==> src/rtl/ctr_pkg.sv <==
package ctr_pkg;

  localparam int NUM_WORDS   = 11;
  localparam int SLOT_ADDR_W = 7;

  typedef enum logic [1:0] {
    SEQ_IDLE,
    SEQ_ISSUE,
    SEQ_WAIT,
    SEQ_SETTLE
  } seq_state_e;

  // Register address of write slot k; the order is the programming order.
  function automatic logic [SLOT_ADDR_W-1:0] slot_addr(input int unsigned k);
    case (k)
      0:       slot_addr = 7'h08;
      1:       slot_addr = 7'h09;
      2:       slot_addr = 7'h14;
      3:       slot_addr = 7'h15;
      4:       slot_addr = 7'h16;
      5:       slot_addr = 7'h18;
      6:       slot_addr = 7'h19;
      7:       slot_addr = 7'h1A;
      8:       slot_addr = 7'h28;
      9:       slot_addr = 7'h4E;
      default: slot_addr = 7'h4F;
    endcase
  endfunction

endpackage

==> src/rtl/ctr_drp_write.sv <==
module ctr_drp_write #(
  parameter int DATA_W      = 16,
  parameter int ADDR_W      = 7,
  parameter int TIMEOUT_CYC = 1024
) (
  input  logic              clk,
  input  logic              rst,
  input  logic              go_i,
  input  logic [ADDR_W-1:0] addr_i,
  input  logic [DATA_W-1:0] data_i,
  output logic              en_o,
  output logic              we_o,
  output logic [ADDR_W-1:0] addr_o,
  output logic [DATA_W-1:0] data_o,
  input  logic              rdy_i,
  output logic              ok_o,
  output logic              tmo_o
);

  localparam int TW = $clog2(TIMEOUT_CYC + 1);

  logic          busy_q;
  logic [TW-1:0] wait_q;

  always_ff @(posedge clk) begin
    if (rst) begin
      busy_q <= 1'b0;
      wait_q <= '0;
      en_o   <= 1'b0;
      we_o   <= 1'b0;
      addr_o <= '0;
      data_o <= '0;
      ok_o   <= 1'b0;
      tmo_o  <= 1'b0;
    end else begin
      ok_o  <= 1'b0;
      tmo_o <= 1'b0;
      if (!busy_q) begin
        if (go_i) begin
          en_o   <= 1'b1;
          we_o   <= 1'b1;
          addr_o <= addr_i;
          data_o <= data_i;
          wait_q <= '0;
          busy_q <= 1'b1;
        end
      end else begin
        en_o <= 1'b0;
        we_o <= 1'b0;
        if (rdy_i) begin
          ok_o   <= 1'b1;
          busy_q <= 1'b0;
        end else if (wait_q == TW'(TIMEOUT_CYC - 1)) begin
          tmo_o  <= 1'b1;
          busy_q <= 1'b0;
        end else begin
          wait_q <= wait_q + 1'b1;
        end
      end
    end
  end


  strobe_pulse_chk: assert property (@(posedge clk) disable iff (rst)
    en_o |=> !en_o);


  wait_bound_chk: assert property (@(posedge clk) disable iff (rst)
    busy_q |-> (wait_q < TW'(TIMEOUT_CYC)));


  we_with_en_chk: assert property (@(posedge clk) disable iff (rst)
    we_o |-> en_o);

endmodule

==> src/rtl/ctr_settle_wait.sv <==
module ctr_settle_wait #(
  parameter int CYCLES = 10000
) (
  input  logic clk,
  input  logic rst,
  input  logic go_i,
  output logic exp_o
);

  localparam int CW = $clog2(CYCLES + 1);

  logic          run_q;
  logic [CW-1:0] cnt_q;

  always_ff @(posedge clk) begin
    if (rst) begin
      run_q <= 1'b0;
      cnt_q <= '0;
      exp_o <= 1'b0;
    end else begin
      exp_o <= 1'b0;
      if (go_i) begin
        run_q <= 1'b1;
        cnt_q <= '0;
      end else if (run_q) begin
        if (cnt_q == CW'(CYCLES - 1)) begin
          exp_o <= 1'b1;
          run_q <= 1'b0;
        end else begin
          cnt_q <= cnt_q + 1'b1;
        end
      end
    end
  end


  settle_single_chk: assert property (@(posedge clk) disable iff (rst)
    exp_o |=> !exp_o);

endmodule

==> src/rtl/clk_tile_reprog.sv <==
module clk_tile_reprog
  import ctr_pkg::*;
#(
  parameter int DATA_W      = 16,
  parameter int ADDR_W      = 7,
  parameter int CLK_HZ      = 100_000_000,
  parameter int SETTLE_US   = 100,
  parameter int TIMEOUT_CYC = 1024
) (
  input  logic                          clk,
  input  logic                          rst,
  input  logic                          start_i,
  input  logic [NUM_WORDS*DATA_W-1:0]   cfg_words_i,
  output logic                          busy_o,
  output logic                          done_o,
  output logic                          err_o,
  output logic                          tile_rst_o,
  output logic                          drp_en_o,
  output logic                          drp_we_o,
  output logic [ADDR_W-1:0]             drp_addr_o,
  output logic [DATA_W-1:0]             drp_di_o,
  input  logic                          drp_rdy_i,
  input  logic                          tile_locked_i
);

  localparam int SETTLE_CYC = (CLK_HZ / 1_000_000) * SETTLE_US;
  localparam int IDX_W      = $clog2(NUM_WORDS);

  seq_state_e        state_q;
  logic [IDX_W-1:0]  idx_q;
  logic [DATA_W-1:0] words_q [NUM_WORDS];

  logic              acc_go;
  logic              acc_ok;
  logic              acc_tmo;
  logic              settle_go;
  logic              settle_exp;
  logic              last_slot;
  logic [ADDR_W-1:0] cur_addr;

  assign last_slot = (idx_q == IDX_W'(NUM_WORDS - 1));
  assign acc_go    = (state_q == SEQ_ISSUE);
  assign settle_go = (state_q == SEQ_WAIT) && acc_ok && !acc_tmo && last_slot;
  assign cur_addr  = ADDR_W'(slot_addr(32'(idx_q)));

  always_ff @(posedge clk) begin
    if (rst) begin
      state_q    <= SEQ_IDLE;
      idx_q      <= '0;
      busy_o     <= 1'b0;
      done_o     <= 1'b0;
      err_o      <= 1'b0;
      tile_rst_o <= 1'b0;
      for (int k = 0; k < NUM_WORDS; k++) words_q[k] <= '0;
    end else begin
      case (state_q)
        SEQ_IDLE: begin
          if (start_i) begin
            for (int k = 0; k < NUM_WORDS; k++)
              words_q[k] <= cfg_words_i[k*DATA_W +: DATA_W];
            idx_q      <= '0;
            busy_o     <= 1'b1;
            done_o     <= 1'b0;
            err_o      <= 1'b0;
            tile_rst_o <= 1'b1;
            state_q    <= SEQ_ISSUE;
          end
        end
        SEQ_ISSUE: state_q <= SEQ_WAIT;
        SEQ_WAIT: begin
          if (acc_tmo) begin
            tile_rst_o <= 1'b0;
            err_o      <= 1'b1;
            done_o     <= 1'b1;
            busy_o     <= 1'b0;
            state_q    <= SEQ_IDLE;
          end else if (acc_ok) begin
            if (last_slot) begin
              tile_rst_o <= 1'b0;
              state_q    <= SEQ_SETTLE;
            end else begin
              idx_q   <= idx_q + 1'b1;
              state_q <= SEQ_ISSUE;
            end
          end
        end
        SEQ_SETTLE: begin
          if (settle_exp) begin
            done_o  <= 1'b1;
            err_o   <= !tile_locked_i;
            busy_o  <= 1'b0;
            state_q <= SEQ_IDLE;
          end
        end
        default: state_q <= SEQ_IDLE;
      endcase
    end
  end

  ctr_drp_write #(
    .DATA_W      (DATA_W),
    .ADDR_W      (ADDR_W),
    .TIMEOUT_CYC (TIMEOUT_CYC)
  ) u_access (
    .clk    (clk),
    .rst    (rst),
    .go_i   (acc_go),
    .addr_i (cur_addr),
    .data_i (words_q[idx_q]),
    .en_o   (drp_en_o),
    .we_o   (drp_we_o),
    .addr_o (drp_addr_o),
    .data_o (drp_di_o),
    .rdy_i  (drp_rdy_i),
    .ok_o   (acc_ok),
    .tmo_o  (acc_tmo)
  );

  ctr_settle_wait #(
    .CYCLES (SETTLE_CYC)
  ) u_settle (
    .clk   (clk),
    .rst   (rst),
    .go_i  (settle_go),
    .exp_o (settle_exp)
  );


  reset_quiet_chk: assert property (@(posedge clk)
    rst |=> (!tile_rst_o && !drp_en_o && !busy_o && !done_o));


  strobe_in_reset_chk: assert property (@(posedge clk) disable iff (rst)
    drp_en_o |-> tile_rst_o);


  settle_released_chk: assert property (@(posedge clk) disable iff (rst)
    settle_exp |-> !tile_rst_o);


  strobe_busy_chk: assert property (@(posedge clk) disable iff (rst)
    drp_en_o |-> busy_o);

endmodule

==> config.mk <==
export PLATFORM = sky130hd
export DESIGN_NAME = clk_tile_reprog
export DESIGN_NICKNAME = d
export VERILOG_FILES = /design/src/rtl/ctr_pkg.sv /design/src/rtl/ctr_drp_write.sv /design/src/rtl/ctr_settle_wait.sv /design/src/rtl/clk_tile_reprog.sv
export SDC_FILE = /design/constraint.sdc
export NUM_CORES = 1
export LEC_CHECK = 0
export BUFFER_PORTS_ARGS = -buffer_cell sky130_fd_sc_hd__buf_2
export CAP_MARGIN = 0
export CELL_PAD_IN_SITES_DETAIL_PLACEMENT = 1
export CELL_PAD_IN_SITES_GLOBAL_PLACEMENT = 1
export CORE_ASPECT_RATIO = 1.25
export CORE_MARGIN = 1
export CORE_UTILIZATION = 45
export CTS_CLUSTER_DIAMETER = 100
export DETAILED_ROUTE_END_ITERATION = 6
export PLACE_DENSITY_LB_ADDON = 0.08
export SLEW_MARGIN = 5
export SYNTH_ARGS = -nofsm -noshare
export SYNTH_HDL_FRONTEND = slang
export SYNTH_HIERARCHICAL = 1
export SYNTH_SLANG_ARGS = --single-unit
export TNS_END_PERCENT = 100
==> constraint.sdc <==
create_clock -name clk -period 5.1 [get_ports clk]
set_input_delay 1.02 -clock clk [delete_from_list [all_inputs] [get_ports clk]]
set_output_delay 1.02 -clock clk [all_outputs]
set_load 0.05 [all_outputs]
==> summary.txt, run 1 <==
Timing
  – Unrepaired setup endpoints after global routing: false
  – Final Hold Violating Endpoints: 0
  – Least-Margin Pin Slew: 1.11 ns
  – Final setup TNS: 0 ns
  – Final Setup Violations: 0
  – Rel. slew slack: around a quarter
  – Final slew viol count: 0
  – Crit share post-route: 63.3%
  – Post-Route Skew: 0.0118 ns
  – FMAX: ~310 MHz
  – Post-layout min period: around 3.2 ns

Die
  – I/O pin count: between 200 and 250
  – Core ar.: between 0.02 and 0.025 mm²
  – Die Width: roughly 140 µm
  – Starting Density: 46.4%
  – Die Y: roughly 180 µm
  – DIE AREA: between 0.02 and 0.03 mm²
  – Cell row count: 63

Worst setup path
  – Setup CP Type: input pin to flop
  – Kind of end point of the critical path: flop
  – R2R cell count: 6
  – Crit path arrival time: between 3 and 4 ns
  – Setup slack, reg-to-reg: 1.99 ns
  – Crit start category: input pin
  – Req. time, crit path: about 5.5 ns
  – CP max FO: 97
  – Worst R2R Start: state_q[1]
  – Worst reg2reg path endpoint: cur_addr[2]
  – Crit. Startpoint: start_i

Power
  – Leakage: approximately 5.7 nW
  – Pwr Density: roughly 350 mW/mm²
  – Peak VDD IR: just over 200 µV

Run
  – MaxCap Viol Count: 0

CTS
  – Skew-Pair Late Insertion Delay: about 0.52 ns
  – Post-CTS Hold Buffers: 0
  – Root Buffer: clkbuf_16
  – TritonCTS Sinks: approximately 250
  – Clk slew on worst S/H paths: roughly 0.06 ns
  – CTS tree: done
  – Max clock buf depth: 3
  – # Post-CTS Setup Buffers: 0
  – H-Tree Depth: 1
  – Post-CTS sizing: 0
  – Num CTS Buffers: 26

GRT
  – Initial antenna violation count: 3
  – Vias in the first global route: around 8,000
  – Busiest grt layer: met2
  – Global-route wire length before repair: between 40 and 50 mm
  – Overall Global Routing Usage: a little under a quarter
  – Met1 usage: around 30%
  – Met2 Use GR: between 30% and 40%
  – Met3 Use GR: 3.70%
  – Largest net degree at the start of global routing: 98
  – Global route overflow: 0

Logic synthesis
  – Area contributors post-synth: edfxtp_1 48%, dfxtp_1 14%, and3_1 9.7%
  – Synth unique cells: about 60
  – Post-synth top area share: between 40 and 50%
  – Dominant synthesized flop cell: edfxtp_1
  – Synthesized net count: a little over 1,000
  – Post-synth EDFFs: 176
  – Syn Std Cell Area: between 0.01 and 0.015 mm²
  – Mean Syn Cell Area: about 13 µm²
  – Yosys warning count: 6
  – Cells after synthesis: 846
  – Yosys reg bits: approximately 250
  – Leading area contributor after synthesis: edfxtp_1
  – Ys async rst share: 0%
  – Sequential-to-total area share from yosys stat: roughly three fifths

Routing
  – WL final: roughly 29 mm
  – First-pass DRT Iterations: 6
  – Final ANT Viol Nets: 0
  – Residual DRC: 0
  – Via density: 5.51
  – DR WL/cell: about 21 µm
  – Vias: 7,571
  – Initial DRC count: 420

Final layout
  – Nets@finish: between 1,000 and 1,500
  – Final core occ: between 50% and 60%
  – Post-route cell area: between 0.01 and 0.015 mm²
  – FILL cells: roughly 2,500
  – Area Overhead vs Synth: 19.1%
  – Finished Layout Cells: 1,373
  – Fraction of layout cells with a size suffix above 1: 31.9%

Hold path
  – Worst hold stages: 2
  – HP Start: cur_addr[1]
  – Hold crit path type: flop to flop
  – Worst Hold Path EP: u_access/addr_o[1]

Place
  – HPWL Detailed: 19.2 mm
  – GP Congestion: 0.803
  – Buffers added on ports: roughly 210
  – Inst Count DP: between 1,000 and 1,500
  – Placed Area: about 0.012 mm²

Status
  – Status: finished clean
[synthesized netlist by cell type, types with 2 or more instances]
| master | count |
|---|---|
| mux4_2 | 48 |
| nand3_1 | 20 |
| xor2_1 | 6 |
| buf_1 | 7 |
| a21oi_1 | 45 |
| xnor2_1 | 6 |
| buf_6 | 2 |
| inv_1 | 10 |
| and3_1 | 173 |
| a211oi_1 | 2 |
| nor4_1 | 3 |
| a21o_1 | 3 |
| clkbuf_1 | 42 |
| and4_1 | 3 |
| nor3_1 | 8 |
| o21ai_0 | 12 |
| o41ai_1 | 2 |
| a211o_1 | 3 |
| nor2_1 | 29 |
| nor2b_1 | 22 |
| nand2b_1 | 3 |
| and3b_1 | 2 |
| buf_2 | 11 |
| nand2_1 | 64 |
| edfxtp_1 | 176 |
| dfxtp_1 | 75 |
| nand4_1 | 7 |
| mux2_2 | 16 |
| ha_1 | 7 |
| nor3b_2 | 2 |
| o22ai_1 | 2 |
| or3_1 | 4 |
| a41oi_1 | 3 |
[power breakdown]
group	total (mW)	internal, mW	switching [mW]	leakage [nW]
Clock	1.90	1.13	0.772	0.426
Combinational	0.400	0.161	0.240	2.73
Sequential	2.39	2.34	0.0476	2.51
Total	4.69	3.63	1.06	5.66
[logic make-up (layout without fill, tap and decap cells)]
| kind of cell | Yosys count | after routing | share of synthesized area, % |
|---|---|---|---|
| multiplexers | 65 | 65 | 11.4 |
| buffers and inverters | 75 | 275 | 2.84 |
| AO/OA/AOI/OAI | 85 | 85 | 5.09 |
| XOR/XNOR | 12 | 12 | 0.946 |
| AND/OR/NAND/NOR | 351 | 351 | 17.8 |
| flip-flops | 251 | 251 | 61.1 |
| adder cells (fa/ha/maj) | 7 | 7 | 0.788 |
| other | 0 | 2 | 0 |
[metal layers]
layer | part of all wire, % | vias to the layer above
met1 | 43 | 3737
met2 | 49 | 221
met3 | 5.2 | 46
li1 | - | 3565
met5 | 0.052 | -
met4 | 2.8 | 2
[layout by cell type (no fill, tap or decap), types with 8 or more instances in the layout]
master	instances
buf_2	209
nand2_1	64
edfxtp_1	176
dfxtp_1	73
o21ai_0	12
mux4_2	48
clkbuf_16	28
inv_1	9
mux2_2	16
nor2_1	29
nor3_1	8
and3_1	173
nand3_1	20
nor2b_1	22
a21oi_1	45
[registers in the layout (all words and copies together) (netlist names), 2 cells and up, named ones only]
name	count
u_access/wait_q	11
words_q	176
u_settle/cnt_q	14
cur_addr	7
state_q	2
u_access/addr_o	7
idx_q	4
u_access/data_o	16
[metrics by stage]
stage	power, mW	hold slack (ns)	setup slack, ns
floorplan	2.66	0.417	0.655
global placement	2.82	0.432	1.49
finish	4.69	0.439	1.87
CTS	4.73	0.443	1.93
global route	4.84	0.469	1.66
detailed placement	2.83	0.434	1.39
[critical path: stages]
cell and delay [ns]:
buf_2 0.11, nor3b_4 0.49, buf_4 0.47, buf_4 0.72
o21ai_0 0.24, xor2_1 0.36, a32oi_1 0.15
[cell type report]
type | instances | area [µm²] | area share (%)
inverters | 11 | 42.5 | 0.321
diodes | 2 | 5.00 | 0.0378
multi-input cells | 520 | 4020 | 30.4
flip-flops and latches | 251 | 6790 | 51.3
well taps | 325 | 407 | 3.07
repair buffers | 216 | 1110 | 8.39
clock inverters | 14 | 111 | 0.841
clock buffers | 34 | 747 | 5.64
[worst max-delay path by stage]
stage / cells past startpoint / slack [ns] / endpoint
2_1_floorplan: 9 / 0.65 / cur_addr[1]
3_3_place_gp: 7 / 1.49 / cur_addr[2]
3_5_place_dp: 7 / 1.39 / cur_addr[1]
4_1_cts: 7 / 1.93 / cur_addr[2]
5_1_grt: 7 / 1.66 / cur_addr[2]
6_report: 7 / 1.87 / cur_addr[2]
No activity file was read; power rests on OpenSTA's default activity.
==> inputs of run 2 (changes only) <==
--- a/config.mk
+++ b/config.mk
@@ -11,7 +11,7 @@
 export CELL_PAD_IN_SITES_GLOBAL_PLACEMENT = 1
 export CORE_ASPECT_RATIO = 1.25
 export CORE_MARGIN = 1
-export CORE_UTILIZATION = 45
+export CORE_UTILIZATION = 41
 export CTS_CLUSTER_DIAMETER = 100
 export DETAILED_ROUTE_END_ITERATION = 6
 export PLACE_DENSITY_LB_ADDON = 0.08
==> constraint.sdc (replaced) <==
create_clock -name clk -period 2.93 [get_ports clk]
set_input_delay 0.586 -clock clk [delete_from_list [all_inputs] [get_ports clk]]
set_output_delay 0.586 -clock clk [all_outputs]
set_load 0.05 [all_outputs]
==> run 2 against run 1 <==
- wire length increased by 1.7%
- total power up 74%
- flip-flop and latch count did not move
- sequential share of layout area shrank 0.47 points
- combinational power rose by 83%
- register-to-register slack got worse by 1.4 ns
- critical path depth increased by 4
- critical endpoint is now cur_addr[1]
- non-clock buffer count increased by 9
- sequential power up 74%
- largest cell class unchanged
- setup slack lost 1.3 ns
==> summary.txt, run 2 (same netlist as run 1, synthesis figures left out) <==
Die
  – Core ar.: 0.0267 mm² (+12%)
  – I/O pin count: 210 (unchanged)
  – Die Width: 149 µm (+4.7%)
  – Starting Density: 41.6% (-4.8 points)
  – Die Y: 186 µm (+4.7%)
  – DIE AREA: 0.0278 mm² (+9.6%)
  – Cell row count: 67 (+6.3%)

Worst setup path
  – Max stage delay on crit path: 0.43 ns (-0.29 ns)
  – Crit start category: flop
  – Critical path's top delay family: simple AND/OR/NAND/NOR gates
  – Most frequent CP cell: nor2_1
  – CP max FO: 5 (-95%)
  – Req. time, crit path: 3.37 ns (-2.12 ns)
  – CP Buf/Inv Count: 2 (-1)
  – Setup CP Type: flop to flop
  – Kind of end point of the critical path: flop
  – Slowest stage cell, crit path: dfxtp_1
  – Cell Chain, Critical Path: inv_1 -> ha_1 -> and3b_1 -> nor2_1 -> xnor2_1 -> nor2_1 -> inv_1 -> ha_1 -> nor2_1 -> nor2_1 -> o22ai_1
  – Crit path arrival time: 2.75 ns (-0.87 ns)

Final layout
  – N_diodes: 0 (-2)
  – Most flops, register: words_q
  – Post-route cell area: 0.0134 mm² (+0.93%)
  – Regs by FF count: words_q x176, u_access/data_o x16, u_settle/cnt_q x14
  – Commonest non-fill, non-tap cell in the layout: buf_2
  – Highest-count cells in the layout ignoring fill and taps: 209 x buf_2, 176 x edfxtp_1, 173 x and3_1, 73 x dfxtp_1, 64 x nand2_1
  – Nets@finish: 1,223 (+0.74%)
  – Fraction of layout cells with a size suffix above 1: 32.4% (+0.49 points)
  – Max reg flops: 176 (unchanged)
  – Area Overhead vs Synth: 20.2%

Place
  – GP Congestion: 0.756 (-5.9%)
  – HPWL Detailed: 19.9 mm (+3.7%)
  – Placed Area: 0.0125 mm² (+1.2%)
  – Buffers added on ports: 209 (unchanged)

Power
  – Net Switching: 1.86 mW (+75%)
  – Power share of the combinational group: 9.0% (+0.5 points)
  – Clock share of power: 40.1% (-0.4 points)
  – Peak VDD IR: 495 µV (+140%)
  – Pwr Density: 610 mW/mm² (+72%)
  – Leakage: 5.71 nW (+0.89%)
  – Internal: 6.29 mW (+73%)
  – Seq pwr share: 50.9% (about the same)
  – Switching Fraction: 22.8% (+0.20 points)

CTS
  – Post-CTS sizing: 0 (unchanged)
  – # Post-CTS Setup Buffers: 0 (unchanged)
  – Post-CTS Hold Buffers: 0 (unchanged)
  – Root Buffer: clkbuf_16
  – Skew-Pair Late Insertion Delay: 0.54 ns (+0.02 ns)
  – TritonCTS Sinks: 251 (unchanged)
  – CTS tree: done
  – Max clock buf depth: 3 (unchanged)
  – H-Tree Depth: 1 (unchanged)
  – Clk slew on worst S/H paths: 0.06 ns (about the same)
  – Num CTS Buffers: 26 (unchanged)

Timing
  – Final Hold Violating Endpoints: 0 (unchanged)
  – Final slew viol count: 0 (unchanged)
  – FMAX: approximately 430 MHz
  – Unrepaired setup endpoints after global routing: false
  – Post-Route Skew: 0.0348 ns (+0.0230 ns)
  – Crit share post-route: 78.9%
  – Least-Margin Pin Slew: 1.29 ns (+0.178 ns)
  – Final setup TNS: 0 ns (unchanged)
  – Final Setup Violations: 0 (unchanged)
  – WHS: 0.351 ns (-0.0877 ns)
  – Post-layout min period: 2.31 ns
  – Rel. slew slack: 14.2% (-12 points)

Routing
  – First-pass DRT Iterations: 4 (-2)
  – Vias: 7,567 (-0.053%)
  – Residual DRC: 0 (unchanged)
  – WL final: 29.1 mm (+1.7%)
  – DR WL/cell: 20.8 µm (-0.23%)
  – Via density: 5.41 (-2.0%)
  – Final ANT Viol Nets: 0 (unchanged)
  – Initial DRC count: 390 (-7.1%)

GRT
  – Overall Global Routing Usage: 21.5% (-1.6 points)
  – Global route overflow: 0 (unchanged)
  – Initial antenna violation count: 1 (-2)
  – Global-route wire length before repair: 45.1 mm (+2.9%)
  – Largest net degree at the start of global routing: 165 (+68%)
  – Vias in the first global route: 7,952 (+0.76%)

Hold path
  – Hold crit path type: input pin to flop

Run
  – MaxCap Viol Count: 0 (unchanged)

Status
  – Status: finished clean
run 2: changes by cell type in the layout (fill, tap and decap cells not counted):
cell,previous run,this run
clkbuf_1,3,9
buf_4,6,11
clkbuf_8,2,4
buf_12,1,5
clkinv_1,7,2
clkbuf_16,28,26
clkbuf_4,1,0
clkbuf_2,0,1
diode_2,2,0
clkinv_2,6,4
clkinv_8,0,1
run 2: worst paths after layout:
kind	endpoint	slack [ns]	from	cells past startpoint
worst min register to register	u_access/addr_o[1]	0.43	cur_addr[1]	2
worst max-delay path	cur_addr[1]	0.62	idx_q[0]	11
worst min-delay path	words_q[0][0]	0.35	cfg_words_i[0]	2
worst max register to register	cur_addr[1]	0.62	idx_q[0]	11
run 2: cell type report:
cell class	count	area (µm²)
fillers	2800	13400
flip-flops and latches	251	6790
multi-input cells	520	4020
repair buffers	225	1230
clock buffers	40	744
well taps	345	432
clock inverters	8	98.8
inverters	11	42.5
run 2: through the flow:
| step | utilization [%] | instances | setup WS, ns | power [mW] |
|---|---|---|---|---|
| final | 50.0 | 1400 | 0.620 | 8.15 |
| after global routing | 50.0 | 1400 | 0.366 | 8.46 |
| after CTS | 50.0 | 1400 | 0.601 | 8.26 |
| after detailed placement | 46.8 | 1352 | 0.622 | 4.97 |
| after global placement | 46.8 | 1352 | 0.640 | 4.95 |
| after floorplan | - | 846 | 0.279 | 4.63 |
run 2: power by group through the flow:
stage          clock (mW)  sequential [mW]  combinational, mW
5_1_grt              3.49             4.18              0.792
2_1_floorplan           0             4.24              0.381
3_5_place_dp            0             4.23              0.740
6_report             3.27             4.15              0.731
3_3_place_gp            0             4.22              0.735
4_1_cts              3.36             4.16              0.742
run 2: worst reg2reg max path, delay by kind of cell, from the launching register on:
| kind | cells | cell delay [ns] |
|---|---|---|
| AOI/OAI and AO/OA | 1 | 0.09 |
| xor gates and xnor gates | 1 | 0.14 |
| adders and majority gates | 2 | 0.51 |
| buffers and inverters | 2 | 0.18 |
| DFF | 1 | 0.43 |
| and+or+nand+nor | 5 | 0.88 |
run 2: metal layers:
| metal | GRT usage [%] | up-vias | part of all wire [%] |
|---|---|---|---|
| met4 | 6.29 | 0 | 2.4 |
| met3 | 3.63 | 35 | 6.8 |
| met2 | 35.8 | 222 | 48 |
| li1 | - | 3592 | - |
| met1 | 28.6 | 3718 | 43 |
| met5 | 0 | - | 0 |
